$ cat src/rtl/swclk_pkg.sv
package swclk_pkg;

  localparam int unsigned DIV_CODE_W = 3;

  // Configuration word that is swapped as a whole at a low phase.
  typedef struct packed {
    logic                  src_bus;
    logic                  osc_off;
    logic                  bus_inv;
    logic [DIV_CODE_W-1:0] div_code;
  } swclk_cfg_t;

  // Map a divider code to a counter stage; codes past the top stage clamp.
  function automatic int unsigned div_stage(input logic [DIV_CODE_W-1:0] code,
                                            input int unsigned max_stage);
    int unsigned c;
    c = 32'(code);
    return (c > max_stage) ? max_stage : c;
  endfunction

  // Candidate level for a given configuration.
  function automatic logic oscillator_level(input logic osc_lvl, input logic shut_off);
    return osc_lvl & ~shut_off;
  endfunction

endpackage

$ cat src/rtl/swclk_bus_div.sv
module swclk_bus_div #(
  parameter int unsigned MAX_STAGE = 4
) (
  input  logic               clk,
  input  logic               rst_n,
  input  logic               bus_lvl_i,
  input  logic               inv_i,
  output logic [MAX_STAGE:0] taps_o,
  output logic               rise_o
);

  logic                 eff;
  logic                 eff_q;
  logic [MAX_STAGE-1:0] cnt_q;

  // Optional inversion happens before edge detection and division.
  assign eff    = bus_lvl_i ^ inv_i;
  assign rise_o = eff & ~eff_q;

  always_ff @(posedge clk) begin
    if (!rst_n) begin
      eff_q <= 1'b0;
      cnt_q <= '0;
    end else begin
      eff_q <= eff;
      if (rise_o) cnt_q <= cnt_q + 1'b1;
    end
  end

  // Tap 0 is the undivided clock; tap k toggles every 2^(k-1) rising edges.
  assign taps_o[0] = eff;
  for (genvar k = 1; k <= MAX_STAGE; k++) begin : g_tap
    assign taps_o[k] = cnt_q[k-1];
  end

endmodule

$ cat src/rtl/swclk_cfg_gate.sv
module swclk_cfg_gate
  import swclk_pkg::*;
(
  input  logic       clk,
  input  logic       rst_n,
  input  swclk_cfg_t req_i,
  input  logic       out_low_i,
  input  logic       req_cand_i,
  output swclk_cfg_t act_o,
  output logic       take_o
);

  swclk_cfg_t act_q;
  logic       differs;

  assign differs = (req_i != act_q);
  // Adopt the request only while the output and the new candidate are both low.
  assign take_o  = differs && out_low_i && !req_cand_i;
  assign act_o   = act_q;

  always_ff @(posedge clk) begin
    if (!rst_n) act_q <= '0;
    else if (take_o) act_q <= req_i;
  end

endmodule

$ cat src/rtl/swclk_gen.sv
module swclk_gen
  import swclk_pkg::*;
#(
  parameter int unsigned MAX_STAGE = 4
) (
  input  logic                  clk,
  input  logic                  rst_n,
  input  logic                  osc_clk_i,
  input  logic                  bus_clk_i,
  input  logic                  src_bus_i,
  input  logic                  osc_off_i,
  input  logic [DIV_CODE_W-1:0] div_code_i,
  input  logic                  bus_inv_i,
  input  logic                  adc_sync_i,
  input  logic                  adc_inv_i,
  output logic                  sw_clk_o,
  output logic                  adc_clk_o
);

  localparam int unsigned TAP_N   = MAX_STAGE + 1;
  localparam int unsigned STAGE_W = $clog2(TAP_N);

  logic             osc_q, bus_q;
  logic [TAP_N-1:0] taps, req_taps;
  logic             bus_rise;
  swclk_cfg_t       req_cfg, act_cfg;
  logic             cfg_take;     // event: configuration adopted this cycle
  logic             hold_low;     // state: disabled oscillator is the source
  logic             act_cand, req_cand;
  logic [STAGE_W-1:0] act_stage, req_stage;
  logic             sw_next, adc_next;
  logic             sw_q, adc_q;

  // Candidate clocks are registered once before use.
  always_ff @(posedge clk) begin
    if (!rst_n) begin
      osc_q <= 1'b0;
      bus_q <= 1'b0;
    end else begin
      osc_q <= osc_clk_i;
      bus_q <= bus_clk_i;
    end
  end

  assign req_cfg = '{src_bus: src_bus_i, osc_off: osc_off_i,
                     bus_inv: bus_inv_i, div_code: div_code_i};

  swclk_bus_div #(.MAX_STAGE(MAX_STAGE)) u_div (
    .clk      (clk),
    .rst_n    (rst_n),
    .bus_lvl_i(bus_q),
    .inv_i    (act_cfg.bus_inv),
    .taps_o   (taps),
    .rise_o   (bus_rise)
  );

  // The requested inversion may differ from the active one; correct tap 0.
  always_comb begin
    req_taps    = taps;
    req_taps[0] = taps[0] ^ (req_cfg.bus_inv ^ act_cfg.bus_inv);
  end

  assign act_stage = STAGE_W'(div_stage(act_cfg.div_code, MAX_STAGE));
  assign req_stage = STAGE_W'(div_stage(req_cfg.div_code, MAX_STAGE));

  assign act_cand = act_cfg.src_bus ? taps[act_stage]
                                    : oscillator_level(osc_q, act_cfg.osc_off);
  assign req_cand = req_cfg.src_bus ? req_taps[req_stage]
                                    : oscillator_level(osc_q, req_cfg.osc_off);

  swclk_cfg_gate u_gate (
    .clk       (clk),
    .rst_n     (rst_n),
    .req_i     (req_cfg),
    .out_low_i (!sw_q),
    .req_cand_i(req_cand),
    .act_o     (act_cfg),
    .take_o    (cfg_take)
  );

  assign hold_low = !act_cfg.src_bus && act_cfg.osc_off;

  // The cycle a switch lands the output is forced low, stretching the low phase.
  assign sw_next  = cfg_take ? 1'b0 : act_cand;
  assign adc_next = adc_sync_i & (sw_next ^ adc_inv_i);

  always_ff @(posedge clk) begin
    if (!rst_n) begin
      sw_q  <= 1'b0;
      adc_q <= 1'b0;
    end else begin
      sw_q  <= sw_next;
      adc_q <= adc_next;
    end
  end

  assign sw_clk_o  = sw_q;
  assign adc_clk_o = adc_q;

endmodule

$ cat config.mk
export PLATFORM = sky130hd
export DESIGN_NAME = swclk_gen
export DESIGN_NICKNAME = d
export VERILOG_FILES = /design/src/rtl/swclk_pkg.sv /design/src/rtl/swclk_bus_div.sv /design/src/rtl/swclk_cfg_gate.sv /design/src/rtl/swclk_gen.sv
export SDC_FILE = /design/constraint.sdc
export NUM_CORES = 1
export LEC_CHECK = 0
export ABC_AREA = 1
export ABC_CLOCK_PERIOD_IN_PS = 3030
export BUFFER_PORTS_ARGS = -buffer_cell sky130_fd_sc_hd__buf_4
export CAP_MARGIN = 20
export CELL_PAD_IN_SITES_DETAIL_PLACEMENT = 1
export CELL_PAD_IN_SITES_GLOBAL_PLACEMENT = 2
export CORE_MARGIN = 4
export CORE_UTILIZATION = 30
export DETAILED_ROUTE_END_ITERATION = 16
export PLACE_DENSITY = 0.9
export SLEW_MARGIN = 15
export SYNTH_ARGS = -nofsm -noshare
export SYNTH_HDL_FRONTEND = slang
export SYNTH_SLANG_ARGS = --single-unit
$ cat constraint.sdc
create_clock -name clk -period 3.03 [get_ports clk]
set_input_delay 0.1515 -clock clk [delete_from_list [all_inputs] [get_ports clk]]
set_output_delay 0.1515 -clock clk [all_outputs]
set_load 0.01 [all_outputs]
Yosys cells after proc, flatten, opt, wreduce, memory -nomap -nowiden
Cells that the tools add are included.

word-level totals
  register bits = 15
  bits of input ports = 12
  output and inout port bits = 2
  word-level logic and storage cells = 40

cells by class
  add/subtract/negate cells = 1
  $lt $le $gt $ge = 4
  equal/unequal tests = 1
  mux-type cells = 9
  bitwise operators = 11
  reduce and logical (&&, ||, !) cells = 4

operators by type and width
  kind                 count
  $lt 3x4->1 const B   2
  $bmux 1 s3           2
  $gt 3x3->1 const B   2
  $mux 3               2
  $ne 6x6->1           1
  $mux 1               5
  $add 4x1->4 const B  1
  $and 1x1->1          4
  $xor 1x1->1          4
  $not 1->1            3
  $logic_and 1x1->1    2
  $logic_not 1->1      2

Longest topological paths before layout
Gate-level depths: netlist of the first run.

  depth in word-level cells = 10
  depth in mapped cells = 12
  mapped depth without buffers = 11

By module
From an unflattened synthesis of the first run, not the netlist that was laid out.

second synthesis, totals
  cell total of the unflattened synthesis = 164
  area, all modules = 984.7 µm²

by module, submodules not included
  module          times used  cells each  area each (µm²)  sequential area each (µm²)
  swclk_cfg_gate  1           70          421.7            120.1
  swclk_gen       1           58          304.0            80.1
  swclk_bus_div   1           36          259.0            100.1

Worst setup path before layout of the first run
Ideal clock, no wire load.

  kind = register -> register
  start = reg u_gate.act_q, in the netlist u_gate.act_o[0]
  end = reg adc_q, in the netlist adc_clk_o
  library setup time = 115 ps
  arrival time = 1083 ps
  data required time = 2915 ps
  path slack = 1832 ps
  stages on the path, launching flop included = 11
  path buffers = 1
  period minus slack after synthesis = 1198 ps
  cells stage by stage = dfxtp_1 -> inv_2 -> nand2_1 -> nand2_1 -> nand3_2 -> nor2_2 -> nor2_2 -> nand2_2 -> buf_6 -> a21oi_1 -> nor2_1

between the ends
  longest elaborated chain between the ends = 8
  elaborated cells on any way between the ends = 11
  those cells by class = order compare: 1; eq/ne: 1; mux: 5; bitwise: 2; reduce/logical: 2

ends and longest elaborated chain
  what                          RTL line              source
  start: declaration            swclk_cfg_gate.sv:13  swclk_cfg_t act_q;
  start signal: assignment      swclk_cfg_gate.sv:23  else if (take_o) act_q <= req_i;
  $gt 3x3->1                    swclk_pkg.sv:18       return (c > max_stage) ? max_stage : c;
  $mux 3                        swclk_pkg.sv:18
  $bmux 1 s3                    swclk_gen.sv:66       assign act_cand = act_cfg.src_bus ? taps[act_stage]
  $mux 1 (not written as such)  swclk_gen.sv:66
  $mux 1                        swclk_gen.sv:66
  $mux 1 (*)                    swclk_gen.sv:84       assign sw_next = cfg_take ? 1'b0 : act_cand;
  $xor 1x1->1 (*)               swclk_gen.sv:85       assign adc_next = adc_sync_i & (sw_next ^ adc_inv_i);
  $and 1x1->1 (*)               swclk_gen.sv:85
  end signal: assignment        swclk_gen.sv:93       adc_q <= adc_next;
  end: declaration              swclk_gen.sv:32       logic sw_q, adc_q;

Every way passes the cells marked *; elsewhere a longest branch is shown, timed or not. The select of a mux whose other input is x is not followed.
A chain may end at the register's enable or synchronous reset.

Worst setup path in the final report of the first run
  start = reg u_gate.act_q, in the netlist u_gate.act_o[1]
  end = reg u_gate.act_q, in the netlist u_gate.act_o[1]

between the ends
  longest elaborated chain between the ends = 3

ends and longest elaborated chain
  what                             RTL line              source
  $ne 6x6->1                       swclk_cfg_gate.sv:16  assign differs = (req_i != act_q);
  $logic_and 1x1->1 (2 in series)  swclk_cfg_gate.sv:18  assign take_o = differs && out_low_i && !req_cand_i;

Every way passes these cells.

==> qor_table.md, run 1 <==
| Parameter | Reported | Unit |
| --- | --- | --- |
| Outcome | completed | - |
| NetSw | 0.137 | mW |
| Placer congestion estimate | 0.726 | - |
| Die area | 3700 | um2 |
| FILL cells | 362 | - |
| Overflow after GRT | 0 | - |
| Post-CTS Resized | 0 | - |
| Total number of H-tree levels | 1 | - |
| Sw Ratio | 31.3 | % |
| Post-DR wirelength/cell | 11.9 | um |
| Cell accounting for the most synthesized area | sky130_fd_sc_hd__dfxtp_1 | - |
| FMAX | 0.721 | GHz |
| Synth top cells by count | 38 x sky130_fd_sc_hd__nand2_1, 20 x sky130_fd_sc_hd__inv_1, 16 x sky130_fd_sc_hd__nor2_1 | - |
| Layout Skew | 4.78 | ps |
| Area share of the largest cell type after synthesis | 35.8 | % |
| Combined flip-flop and latch cell area | 300 | um2 |
| Total number of vias | 819 | - |
| Data arrival time of the worst path | 1570 | ps |
| Netlist area before placement | 838 | um2 |
| Async set-or-reset flop fraction in the synthesized netlist | 0 | % |
| Power share of the combinational group | 22.8 | % |
| Root buffer cell | sky130_fd_sc_hd__clkbuf_4 | - |
| CP Capture Type | flop | - |
| Crit-path max FO | 12 | - |
| Smallest setup slack after layout | 1640 | ps |
| Type of origin of the critical path | flop | - |
| Pwr per Cell Area | 449 | nW/um2 |
| Register area share after synthesis | 35.8 | % |
| Number of enable-type register cells in the synthesized netlist | 0 | - |
| Share of the clock period used by the worst path | 45.7 | % |
| Tightest Hold Check Type | primary input to flop | - |
| Worst IR drop on VDD | 0.262 | mV |
| Total of hold buffers inserted after clock tree synthesis | 0 | - |
| CTS Buf Count | 3 | - |
| Slowest CP cell | sky130_fd_sc_hd__dfxtp_1 | - |
| Clk pwr share | 25.4 | % |
| Transition time at the pin with the least slew margin | 264 | ps |
| Remaining design rule violation count | 0 | - |
| RSZ-0062 raised after global routing | false | - |
| Total number of clock tree sinks | 15 | - |
| Number of max-cap violations | 0 | - |
| Syn_area_per_cell | 6.35 | um2 |
| Cells after Synth | 132 | - |
| Leading post-synthesis cells by cell area | sky130_fd_sc_hd__dfxtp_1 36%, sky130_fd_sc_hd__nand2_1 17%, sky130_fd_sc_hd__inv_1 9.0% | - |
| End-of-flow core utilization | 38.1 | % |
| Via count of the first global-routing pass | 853 | - |
| Int Power | 0.301 | mW |
| Fraction of final layout cells sized beyond drive strength 1 | 19.2 | % |
| Skew-Pair Late Insertion Delay | 280 | ps |
| Worst slack, placed | 1630 | ps |
| Overall Power | 0.438 | mW |
| Initial antenna violation count | 0 | - |
| Final hold viol count | 0 | - |
| Detailed Route Iter0 Violations | 13 | - |
| Total negative setup slack | 0 | ps |
| Number of nets in the layout | 160 | - |
| Sum of net half-perimeters after detailed placement | 1750 | um |
| Top Ports | 14 | - |
| Crit-path max cell delay | 420 | ps |
| Worst r2r path cells | 9 | - |
| Vertical extent of the die | 60.9 | um |
| CTS tree | done | - |
| Final setup violation count | 0 | - |
| CP Capture Point | u_gate.act_o[1] | - |
| Number of buffers inserted to repair setup after CTS | 0 | - |
| All-layer global routing usage | 13.4 | % |
| Antenna Diode Count | 0 | - |
| Leakage power total | 0.498 | nW |
| Wire length of the first global-routing pass | 3660 | um |
| Via count normalized by instance count | 4.65 | - |
| DRT Wirelength | 2090 | um |
| Clock Path Buffers | 2 | - |
| Data required time of the critical path | 3210 | ps |
| Number of distinct library cells after synthesis | 22 | - |
| Total area of multi-input combinational cells | 428 | um2 |
| Synth Net Count | 145 | - |
| Pin count of the biggest net entering global routing | 14 | - |
| Area Overhead vs Synth | 16.6 | % |
| Port-buffer cells | 13 | - |
| CTS clock-pin slew for the worst setup and hold paths | 90 | ps |
| Starting Density | 32.7 | % |
| Most repeated cell in the gate-level netlist after synthesis | sky130_fd_sc_hd__nand2_1 | - |
| Count of yosys warnings during synthesis | 0 | - |
| Seq pwr share | 51.8 | % |
| Category of the most critical setup path | flop to flop | - |
| Number of search-and-repair iterations in the first detailed-routing pass | 3 | - |
| Cells along the critical path | nand2_1 -> nand2_1 -> nand3_1 -> nor2_2 -> nor2_2 -> nand2_2 -> inv_1 -> nor2_1 -> nor2_1 | - |
| Post-DRT Antenna Nets | 0 | - |
| Source of the critical timing path | u_gate.act_o[1] | - |
| Top flip-flop cell by instance count after synthesis | sky130_fd_sc_hd__dfxtp_1 | - |
| Standard-cell row count | 18 | - |
| Floorplan die width | 60.9 | um |
| Final period demand of the worst path | 1390 | ps |
| Core Box Area | 2570 | um2 |
| Worst R2R End | u_gate.act_o[1] | - |
| Max-slew violation total from the final report | 0 | - |
| Worst reg2reg startpoint | u_gate.act_o[1] | - |
| Flop and latch count out of synthesis | 15 | - |
| R2R setup slack | 1640 | ps |
| Slew HR | 82.4 | % |
-- per-layer routing --
metal | routed length [um] | track usage, % | vias to the layer above
met5 | 0 | 0 | -
met4 | 12 | 1.86 | 0
met2 | 1010 | 23.2 | 9
met1 | 1010 | 16.8 | 377
met3 | 54 | 4.04 | 2
li1 | - | - | 431
-- state kept, by name, indices dropped and copies added, names as in the netlist --
register / cells
u_gate.act_o: 6
sw_clk_o: 1
adc_clk_o: 1
bus_q: 1
u_div.eff_q: 1
u_div.cnt_q: 4
osc_q: 1
-- metrics by stage --
| stage | instances | area [um2] | hold slack (ps) |
|---|---|---|---|
| 3_3_place_gp | 172 | 950 | 333 |
| 2_1_floorplan | 132 | 838 | 249 |
| 5_1_grt | 176 | 977 | 51.3 |
| 6_report | 176 | 977 | 52.7 |
| 3_5_place_dp | 172 | 950 | 345 |
| 4_1_cts | 176 | 977 | 49.8 |
-- cell families after synthesis --
kind of cell / count (synthesis) / synth area share [%]
and+or+nand+nor: 68 / 35.5
buffers and inverters: 26 / 13.1
AOI/OAI and AO/OA: 21 / 13.0
DFF: 15 / 35.8
xor gates and xnor gates: 1 / 1.04
adders and majority gates: 1 / 1.49
-- power by group through the flow --
stage / sequential, mW / combinational (mW) / clock, mW
6_report: 0.227 / 0.0999 / 0.111
4_1_cts: 0.228 / 0.103 / 0.117
3_3_place_gp: 0.231 / 0.0973 / 0
5_1_grt: 0.231 / 0.116 / 0.128
2_1_floorplan: 0.229 / 0.0720 / 0
3_5_place_dp: 0.232 / 0.102 / 0
-- cell usage in the layout, fill, tap and decap left out, drive strengths merged --
| cell type | count |
|---|---|
| xnor2 | 1 |
| a21oi | 12 |
| ha | 1 |
| dfxtp | 15 |
| nand2 | 40 |
| a31o | 1 |
| clkinv | 1 |
| or2 | 1 |
| o21ai | 8 |
| nor3b | 1 |
| nand3 | 6 |
| clkbuf | 3 |
| inv | 23 |
| nor2 | 19 |
| nor3 | 1 |
| buf | 13 |
-- worst max-delay path: cells and delay by family (launching register included) --
kind                   cells  cell delay, ps
buffers and inverters      1             100
flip-flops                 1             420
AND/OR/NAND/NOR            8             770
-- worst min path at each step --
stage	from	end	depth (start not counted)
2_1_floorplan	bus_clk_i	bus_q	2
3_3_place_gp	osc_clk_i	osc_q	3
3_5_place_dp	bus_clk_i	bus_q	3
4_1_cts	osc_clk_i	osc_q	3
5_1_grt	bus_clk_i	bus_q	3
6_report	osc_clk_i	osc_q	3
-- area by class of cell --
type | instances | share of cell area [%]
Inverter | 23 | 8.83
Multi-Input combinational cell | 91 | 43.8
Sequential cell | 15 | 30.7
Timing Repair Buffer | 13 | 9.99
Clock buffer | 3 | 2.30
Clock inverter | 1 | 0.512
Tap cell | 30 | 3.84
(Power assumes the default switching activity.)
==> inputs of run 2 (changes only) <==
--- a/config.mk
+++ b/config.mk
@@ -6,15 +6,15 @@
 export NUM_CORES = 1
 export LEC_CHECK = 0
 export ABC_AREA = 1
-export ABC_CLOCK_PERIOD_IN_PS = 3030
+export ABC_CLOCK_PERIOD_IN_PS = 1100
 export BUFFER_PORTS_ARGS = -buffer_cell sky130_fd_sc_hd__buf_4
 export CAP_MARGIN = 20
 export CELL_PAD_IN_SITES_DETAIL_PLACEMENT = 1
 export CELL_PAD_IN_SITES_GLOBAL_PLACEMENT = 2
 export CORE_MARGIN = 4
-export CORE_UTILIZATION = 30
+export CORE_UTILIZATION = 25
 export DETAILED_ROUTE_END_ITERATION = 16
-export PLACE_DENSITY = 0.9
+export PLACE_DENSITY = 0.81
 export SLEW_MARGIN = 15
 export SYNTH_ARGS = -nofsm -noshare
 export SYNTH_HDL_FRONTEND = slang
==> constraint.sdc (replaced) <==
create_clock -name clk -period 1.1 [get_ports clk]
set_input_delay 0.055 -clock clk [delete_from_list [all_inputs] [get_ports clk]]
set_output_delay 0.055 -clock clk [all_outputs]
set_load 0.01 [all_outputs]
==> qor_table.md, run 2 (synthesis gave the netlist of run 1 again) <==
| Parameter | Reported | Unit | Delta |
| --- | --- | --- | --- |
| Placer congestion estimate | 0.789 | - | was 0.726 |
| Pwr per Cell Area | 1100 | nW/um2 | was 449 nW/um2 |
| DRT Wirelength | 2610 | um | was 2090 um |
| Overflow after GRT | 0 | - | unchanged |
| Vertical extent of the die | 65.9 | um | was 60.9 um |
| Power share of the combinational group | 32.7 | % | was 22.8% |
| Top Ports | 14 | - | unchanged |
| Slew HR | 83.9 | % | was 82.4% |
| Smallest setup slack after layout | -135 | ps | was 1640 ps |
| Antenna Diode Count | 0 | - | unchanged |
| Post-layout instance count excluding filler cells | 214 | - | was 176 |
| Crit-path max FO | 3 | - | was 12 |
| Overall Power | 1.43 | mW | was 0.438 mW |
| Final setup violation count | 10 | - | was 0 |
| Data arrival time of the worst path | 1420 | ps | was 1570 ps |
| Tightest Hold Check Type | primary input to flop | - | unchanged |
| Post-DR wirelength/cell | 12.2 | um | was 11.9 um |
| Int Power | 0.950 | mW | was 0.301 mW |
| Floorplan die width | 65.9 | um | was 60.9 um |
| Layout Skew | 5.09 | ps | was 4.78 ps |
| Most common cell after layout, fill and taps aside | sky130_fd_sc_hd__buf_4 | - | was sky130_fd_sc_hd__nand2_1 |
| Post-DRT Antenna Nets | 0 | - | unchanged |
| CTS tree | done | - | unchanged |
| Skew-Pair Late Insertion Delay | 290 | ps | was 280 ps |
| Total number of vias | 920 | - | was 819 |
| Slowest CP cell | sky130_fd_sc_hd__dfxtp_2 | - | was sky130_fd_sc_hd__dfxtp_1 |
| Clock Path Buffers | 2 | - | unchanged |
| Area Overhead vs Synth | 55.4 | % | was 16.6% |
| Standard-cell row count | 20 | - | was 18 |
| Fraction of final layout cells sized beyond drive strength 1 | 49.4 | % | was 19.2% |
| All-layer global routing usage | 13.0 | % | was 13.4% |
| Data required time of the critical path | 1290 | ps | was 3210 ps |
| FMAX | 0.810 | GHz | was 0.721 GHz |
| Number of nets in the layout | 184 | - | was 160 |
| Leading cell types in the layout, fill and taps excluded | 33 x sky130_fd_sc_hd__buf_4, 29 x sky130_fd_sc_hd__nand2_1, 16 x sky130_fd_sc_hd__inv_1 | - | was 38 x sky130_fd_sc_hd__nand2_1, 20 x sky130_fd_sc_hd__inv_1, 16 x sky130_fd_sc_hd__nor2_1 |
| CTS clock-pin slew for the worst setup and hold paths | 100 | ps | was 90 ps |
| Category of the most critical setup path | flop to flop | - | unchanged |
| FILL cells | 411 | - | was 362 |
| Final period demand of the worst path | 1230 | ps | was 1390 ps |
| Total area of multi-input combinational cells | 537 | um2 | was 428 um2 |
| Transition time at the pin with the least slew margin | 241 | ps | was 264 ps |
| Share of the clock period used by the worst path | 112 | % | was 45.7% |
| Met2 layer wire length in the routed design | 1380 | um | was 1010 um |
| Die area | 4340 | um2 | was 3700 um2 |
| Detailed Route Iter0 Violations | 10 | - | was 13 |
| Combined flip-flop and latch cell area | 315 | um2 | was 300 um2 |
| Wire length of the first global-routing pass | 4270 | um | was 3660 um |
| Number of max-cap violations | 0 | - | unchanged |
| Total number of clock tree sinks | 15 | - | unchanged |
| Remaining design rule violation count | 0 | - | unchanged |
| Starting Density | 26.8 | % | was 32.7% |
| Sum of net half-perimeters after detailed placement | 1940 | um | was 1750 um |
| Flip-flop count of the largest register, all copies and words added | 6 | - | unchanged |
| Via count normalized by instance count | 4.30 | - | was 4.65 |
| Crit-path max cell delay | 340 | ps | was 420 ps |
| Total routed wire length on the met1 layer | 1150 | um | was 1010 um |
| Cells along the critical path | buf_4 -> nand2_1 -> nor2_1 -> nor2_1 -> nand2_1 -> a21oi_2 -> nand3_2 -> nand2_1 -> nor2_1 | - | was nand2_1 -> nand2_1 -> nand3_1 -> nor2_2 -> nor2_2 -> nand2_2 -> inv_1 -> nor2_1 -> nor2_1 |
| Worst IR drop on VDD | 0.411 | mV | was 0.262 mV |
| Port-buffer cells | 13 | - | unchanged |
| Sw Ratio | 33.5 | % | was 31.3% |
| Kind of cell adding the most delay to the critical path | simple AND/OR/NAND/NOR gates | - | unchanged |
| CP Capture Type | flop | - | unchanged |
| Failing checks | setup timing | - |  |
| CTS Buf Count | 3 | - | unchanged |
| Leakage power total | 0.633 | nW | was 0.498 nW |
| RSZ-0062 raised after global routing | true | - | was false |
| Outcome | finished with violations | - | was completed |
| Max-slew violation total from the final report | 0 | - | unchanged |
| Root buffer cell | sky130_fd_sc_hd__clkbuf_4 | - | unchanged |
| Final hold viol count | 0 | - | unchanged |
| Total number of H-tree levels | 1 | - | unchanged |
| Core Box Area | 3130 | um2 | was 2570 um2 |
| Critical path buffer and inverter count | 1 | - | unchanged |
| Type of origin of the critical path | flop | - | unchanged |
| Via count of the first global-routing pass | 957 | - | was 853 |
| Length of routed met3 wiring | 60 | um | was 54 um |
| Number of search-and-repair iterations in the first detailed-routing pass | 4 | - | was 3 |
| Initial antenna violation count | 0 | - | unchanged |
| End-of-flow core utilization | 41.6 | % | was 38.1% |
| Uppermost signal routing layer after detailed routing | met4 | - | unchanged |
| Clk pwr share | 23.3 | % | was 25.4% |
| Worst hold slack | 69.4 | ps | was 52.7 ps |
| Cells after DPL | 206 | - | was 172 |
| Pin count of the biggest net entering global routing | 14 | - | unchanged |
| Seq pwr share | 43.9 | % | was 51.8% |
| NetSw | 0.478 | mW | was 0.137 mW |
[run 2: cell count changes in the layout (fill, tap and decap cells not counted), sizes merged]
| cell | before | now |
|---|---|---|
| buf | 13 | 33 |
| clkbuf | 3 | 4 |
| clkinv | 1 | 0 |
| dlygate4sd3 | 0 | 3 |
| nand2 | 40 | 41 |
[run 2: routing by layer]
| layer | GRT usage, % | vias up |
|---|---|---|
| met5 | 0 | - |
| met4 | 4.66 | 0 |
| met3 | 2.38 | 2 |
| met2 | 22.7 | 6 |
| met1 | 15.7 | 432 |
| li1 | - | 480 |
[run 2: worst reg2reg max path, delay by kind of cell (launching register included)]
| kind | cells | cell delay (ps) |
|---|---|---|
| flip-flops | 1 | 340 |
| AO/OA/AOI/OAI | 1 | 210 |
| buffers and inverters | 1 | 140 |
| AND/OR/NAND/NOR | 7 | 450 |
[run 2: timing repair]
item                                    4_1_cts  5_1_grt
pin swaps                                     9       13
gates resized for setup                      19       21
endpoints found under the hold margin         3        0
hold buffers                                  3        0
gates cloned                                  1        0
buffers inserted                              0        0
endpoints found under the setup margin       12       12
[run 2: path summary, 6_finish.rpt]
check	startpoint	to	slack, ps	cells past startpoint
worst max-delay path	u_gate.act_o[1]	adc_clk_o	-130	9
worst min-delay path	rst_n	u_div.cnt_q[0]	70	3
worst max register to register	u_gate.act_o[1]	adc_clk_o	-130	9
worst min register to register	u_div.cnt_q[3]	u_div.cnt_q[3]	550	2
[run 2: power groups by stage]
stage	clock, mW	combinational (mW)	sequential [mW]
6_report	0.333	0.467	0.627
5_1_grt	0.373	0.520	0.635
4_1_cts	0.344	0.436	0.623
3_5_place_dp	0	0.380	0.635
3_3_place_gp	0	0.366	0.631
2_1_floorplan	0	0.207	0.634
[run 2: final cells by class]
cell class	instances	area share [%]
multi-input combinational	92	41.2
sequential	15	24.2
timing repair buffer	36	21.3
inverter	23	7.01
tap	44	4.23
clock buffer	4	2.02
[run 2: stage by stage]
| step | setup slack (ps) | setup TNS, ps | instance area [um2] |
|---|---|---|---|
| 3_5_place_dp | -225 | -1880 | 1130 |
| 5_1_grt | -224 | -1920 | 1300 |
| 4_1_cts | -148 | -1010 | 1240 |
| 2_1_floorplan | -50.3 | -202 | 856 |
| 6_report | -135 | -923 | 1300 |
| 3_3_place_gp | -202 | -1550 | 1130 |
